File: src/rtl/booth_pkg.sv
package booth_pkg;
   typedef enum logic [1:0] {
      BOP_SKIP = 2'd0,
      BOP_ADD  = 2'd1,
      BOP_SUB  = 2'd2
   } booth_op_e;
endpackage

File: src/rtl/booth_pair_dec.sv
module booth_pair_dec
   import booth_pkg::*;
(
   input  logic      cur_i,
   input  logic      prev_i,
   output booth_op_e op_o
);
   always_comb begin
      unique case ({cur_i, prev_i})
         2'b10:   op_o = BOP_SUB;   // lower end of a run of ones
         2'b01:   op_o = BOP_ADD;   // first zero above a run
         default: op_o = BOP_SKIP;  // inside a run or inside zeros
      endcase
   end
endmodule

File: src/rtl/booth_step.sv
module booth_step
   import booth_pkg::*;
#(
   parameter int W = 32
) (
   input  logic [W:0]   acc_i,
   input  logic [W-1:0] lo_i,
   input  logic [W-1:0] mcand_i,
   input  booth_op_e    op_i,
   output logic [W:0]   acc_o,
   output logic [W-1:0] lo_o
);
   logic [W:0] mext;
   logic [W:0] sum;

   assign mext = {mcand_i[W-1], mcand_i};

   always_comb begin
      unique case (op_i)
         BOP_ADD: sum = acc_i + mext;
         BOP_SUB: sum = acc_i + (~mext + 1'b1);
         default: sum = acc_i;
      endcase
   end

   // arithmetic right shift of the joined register {sum, lo}
   assign acc_o = {sum[W], sum[W:1]};
   assign lo_o  = {sum[0], lo_i[W-1:1]};
endmodule

File: src/rtl/booth_seq_ctrl.sv
module booth_seq_ctrl #(
   parameter int W = 32
) (
   input  logic clk,
   input  logic rst_n,
   input  logic start_i,
   output logic busy_o,
   output logic load_o,
   output logic last_o
);
   localparam int CW = $clog2(W + 1);

   logic [CW-1:0] cnt_q;

   assign load_o = start_i && !busy_o;
   assign last_o = busy_o && (cnt_q == CW'(W - 1));

   always_ff @(posedge clk or negedge rst_n) begin
      if (!rst_n) begin
         busy_o <= 1'b0;
         cnt_q  <= '0;
      end else if (load_o) begin
         busy_o <= 1'b1;
         cnt_q  <= '0;
      end else if (busy_o) begin
         cnt_q <= cnt_q + 1'b1;
         if (last_o) busy_o <= 1'b0;
      end
   end
endmodule

File: src/rtl/booth_seq_mul.sv
module booth_seq_mul
   import booth_pkg::*;
#(
   parameter int W = 32
) (
   input  logic         clk,
   input  logic         rst_n,
   input  logic         start_i,
   input  logic [W-1:0] mcand_i,
   input  logic [W-1:0] mplier_i,
   output logic         busy_o,
   output logic         done_o,
   output logic [W-1:0] prod_hi_o,
   output logic [W-1:0] prod_lo_o
);
   generate
      if (W < 2) begin : g_bad_width
         $error("booth_seq_mul: W must be at least 2");
      end
   endgenerate

   logic         load, last;
   logic [W:0]   acc_q, acc_n;
   logic [W-1:0] lo_q, lo_n, mcand_q;
   logic         prev_q;
   booth_op_e    op;

   booth_seq_ctrl #(.W(W)) u_ctrl (
      .clk     (clk),
      .rst_n   (rst_n),
      .start_i (start_i),
      .busy_o  (busy_o),
      .load_o  (load),
      .last_o  (last)
   );

   booth_pair_dec u_dec (
      .cur_i  (lo_q[0]),
      .prev_i (prev_q),
      .op_o   (op)
   );

   booth_step #(.W(W)) u_step (
      .acc_i   (acc_q),
      .lo_i    (lo_q),
      .mcand_i (mcand_q),
      .op_i    (op),
      .acc_o   (acc_n),
      .lo_o    (lo_n)
   );

   always_ff @(posedge clk or negedge rst_n) begin
      if (!rst_n) begin
         acc_q   <= '0;
         lo_q    <= '0;
         mcand_q <= '0;
         prev_q  <= 1'b0;
         done_o  <= 1'b0;
      end else begin
         done_o <= last;
         if (load) begin
            acc_q   <= '0;
            lo_q    <= mplier_i;
            mcand_q <= mcand_i;
            prev_q  <= 1'b0;
         end else if (busy_o) begin
            acc_q  <= acc_n;
            lo_q   <= lo_n;
            prev_q <= lo_q[0];
         end
      end
   end

   assign prod_hi_o = acc_q[W-1:0];
   assign prod_lo_o = lo_q;
endmodule

File: config.mk
export PLATFORM = sky130hd
export DESIGN_NAME = booth_seq_mul
export DESIGN_NICKNAME = d
export VERILOG_FILES = /design/src/rtl/booth_pkg.sv /design/src/rtl/booth_pair_dec.sv /design/src/rtl/booth_step.sv /design/src/rtl/booth_seq_ctrl.sv /design/src/rtl/booth_seq_mul.sv
export SDC_FILE = /design/constraint.sdc
export NUM_CORES = 1
export LEC_CHECK = 0
export CAP_MARGIN = 0
export CORE_ASPECT_RATIO = 0.8
export CORE_UTILIZATION = 40
export DETAILED_ROUTE_END_ITERATION = 8
export DONT_BUFFER_PORTS = 1
export GPL_TIMING_DRIVEN = 0
export PLACE_DENSITY = 0.59
export REMOVE_ABC_BUFFERS = 1
export SYNTH_ARGS = -nofsm -noshare
export SYNTH_HDL_FRONTEND = slang
export SYNTH_SLANG_ARGS = --single-unit
export TNS_END_PERCENT = 1
File: constraint.sdc
create_clock -name clk -period 2.91 [get_ports clk]
set_input_delay 0.4365 -clock clk [delete_from_list [all_inputs] [get_ports clk]]
set_output_delay 0.4365 -clock clk [all_outputs]
set_load 0.03 [all_outputs]
==> flow_summary.yaml <==
run_status:
  outcome: "finished, violations left"
  violations: "hold timing, setup timing"
logic_synthesis:
  yosys_warnings: 0
  synth_cell_types: 80
  synth-xor-area-share_pct: 4.86
  synth_compound_area_share_pct: 26.8
  yosys.area_share.simple_pct: 15.3
  synth_seq_cells: 105
  synthCells: 1003
  synth_top_family_by_area: "compound AO/OA/AOI/OAI gates"
  ys_seq_area_share_pct: 31.7
  synth_fa_ha_area_share_pct: 10.6
  synth_edf_count: 0
  synthArstFlopShare_pct: 100
  syn_area_per_cell_sq_um: 8.27
  ys.flop_type: "dfrtp_1"
  netlist_area_sq_mm: 0.00829
  muxShareOfSynthArea_pct: 4.27
setup_path:
  critPathArrivalTime_ps: 3420
  path_max_fanout: 4
  crit_path_end: "acc_q[27]"
  timing.rr.start: "acc_q[0]"
  regToRegSetupSlack_ps: -270
  rr_endpoint: "acc_q[27]"
  critPathLaunchType: "flop"
  reg2regPathDepth: 12
  crit_type: "reg -> reg"
  critical_path.startpoint: "acc_q[0]"
  crit_path_end_kind: "flop"
  critical_path_required_ps: 3150
drt:
  num_vias: 7166
  routed_via_density: 5.84
  drtIter0Drc: 537
  ant_nets: 0
  wl_per_cell_microns: 19.3
  first_pass_iters: 4
  drc: 0
  wl_mm: 23.7
timing:
  max_freq_mhz: 315
  worst_slew_pin_slew_ps: 1120
  relSlewSlack_pct: 25.3
  hold_ws_ps: -17.8
  skew_ps: 12.0
  hold_viol_final: 24
  period_needed_ps: 3180
  setup_viol: 14
  fin_ws_ps: -269
  rsz0062_at_grt: "yes"
  fin_crit_sh_pct: 109
  maxSlewViolCount: 0
clock_network:
  clockBufferDepth: 2
  cts-root-buf: "clkbuf_16"
  numCtsBuffers: 9
  path_clk_slew_ps: 80
  htree_levels: 3
  cts.sinks: 105
  clk_latency_ps: 360
  cts_tree: "done"
placed_design:
  routabilityCongestion: 0.908
  port_buffers: 0
  dp_hpwl_mm: 16.4
global_route:
  gr-total-overflow: 0
  antenna_found_initial: 0
  grt.total_usage_pct: 22.1
  grt_util_met2_pct: 31.6
  grt_pass1_vias: 6568
  grt_pass1_wl_mm: 36.6
  grt_max_degree: 106
  grt_util_met3_pct: 4.39
  grtUsageMet1_pct: 33.5
  busiest_layer: "met1"
die:
  die-area_sq_mm: 0.0213
  row_count: 46
  top_level_ports: 133
  start_util_pct: 41.3
  die_h_microns: 131
  die_x_microns: 163
  core-area_sq_mm: 0.0201
job:
  max-cap-violations: 0
final_layout:
  fin_nets: 1094
  drive_gt1_share_pct: 11.8
  final_common_cell: "o21ai_0"
  antenna_cells: 0
  utilization_pct: 45.8
  area_growth_pct: 11.0
  mostFrequentLayoutCells: "110 x o21ai_0, 108 x nand2_1, 88 x dfrtp_1, 64 x inv_1, 62 x nor2_1"
min_path:
  min_path_type: "in -> async"
registers in the layout, indices dropped and copies added (netlist names):
| register | flops |
|---|---|
| acc_q | 32 |
| mcand_q | 32 |
| prod_lo_o | 32 |
| u_ctrl.cnt_q | 6 |
| done_o | 1 |
| prev_q | 1 |
| u_ctrl.busy_o | 1 |
Yosys cell counts (13+ instances only):
library cell | number | share of area, %
mux2i_1 | 32 | 3.9
nor2b_1 | 21 | 1.6
inv_1 | 66 | 3.0
a21o_1 | 14 | 1.3
ha_1 | 67 | 10
nand2_1 | 108 | 4.9
a21oi_1 | 64 | 3.9
xnor2_1 | 37 | 3.9
clkbuf_1 | 45 | 2.0
nor3_1 | 18 | 1.1
nand3_1 | 13 | 0.78
nor2_1 | 65 | 2.9
dfrtp_1 | 105 | 32
o21ai_0 | 112 | 6.8
critical path, cell delays in order, from the launching register on:
cell     delay (ps)
dfrtp_2         510
inv_2            90
ha_4            180
fa_2            350
nor2b_2         150
o31a_1          230
o211a_1         210
nor2_2           80
a221o_1         350
o21ai_2         190
a31oi_1         120
mux2_1          340
a221o_1         260
final cells by class:
type | instances | area, sq um
clock inverter | 6 | 72.6
tap | 264 | 330
clock buffer | 10 | 229
inverter | 69 | 259
timing repair buffer | 9 | 128
sequential | 105 | 2650
multi-input combinational | 764 | 5530
fill | 1927 | 10900
cells by family (layout without fill, tap and decap cells):
group                      Yosys count  in the layout
DFF                                105            105
and+or+nand+nor                    274            274
adders and majority gates           69             69
muxes                               35             35
xor gates and xnor gates            46             46
buffers and inverters              134             94
AOI/OAI and AO/OA                  340            340
per-stage QoR:
step                      hold WS (ps)  instance area [sq um]  instances  setup TNS, ps  setup WS [ps]
after detailed placement           147                   8420       1204          -9830           -690
final                            -17.8                   9200       1227          -1740           -269
after global placement             147                   8350       1202        -236360          -4140
after floorplan                    141                   8020        938         -38600           -873
after CTS                         -242                   9040       1225          -1230           -181
after global routing              27.2                   9200       1227          -4090           -351
timing repair:
action / CTS / global route
hold endpoints to repair: 105 / 105
setup endpoints to repair: 30 / 29
resized for setup: 64 / 27
pin swaps: 14 / 8
buffers inserted: 5 / 1
worst min-delay path by stage:
stage	from	to	slack (ps)	depth (start not counted)
final	rst_n	mcand_q[17]	-20	1
after global routing	rst_n	mcand_q[12]	30	1
after CTS	rst_n	mcand_q[12]	-240	0
after detailed placement	rst_n	mcand_q[21]	150	0
after global placement	rst_n	mcand_q[21]	150	0
after floorplan	rst_n	acc_q[0]	140	0
routing by layer:
metal / wire length (microns) / share of wire [%]
met3: 1530 / 6.5
met5: 0 / 0
met2: 9910 / 42
met1: 12100 / 51
met4: 180 / 0.76
Power is not shown: default switching activity piles up to over one toggle a cycle in this logic, so the estimate is an artifact.
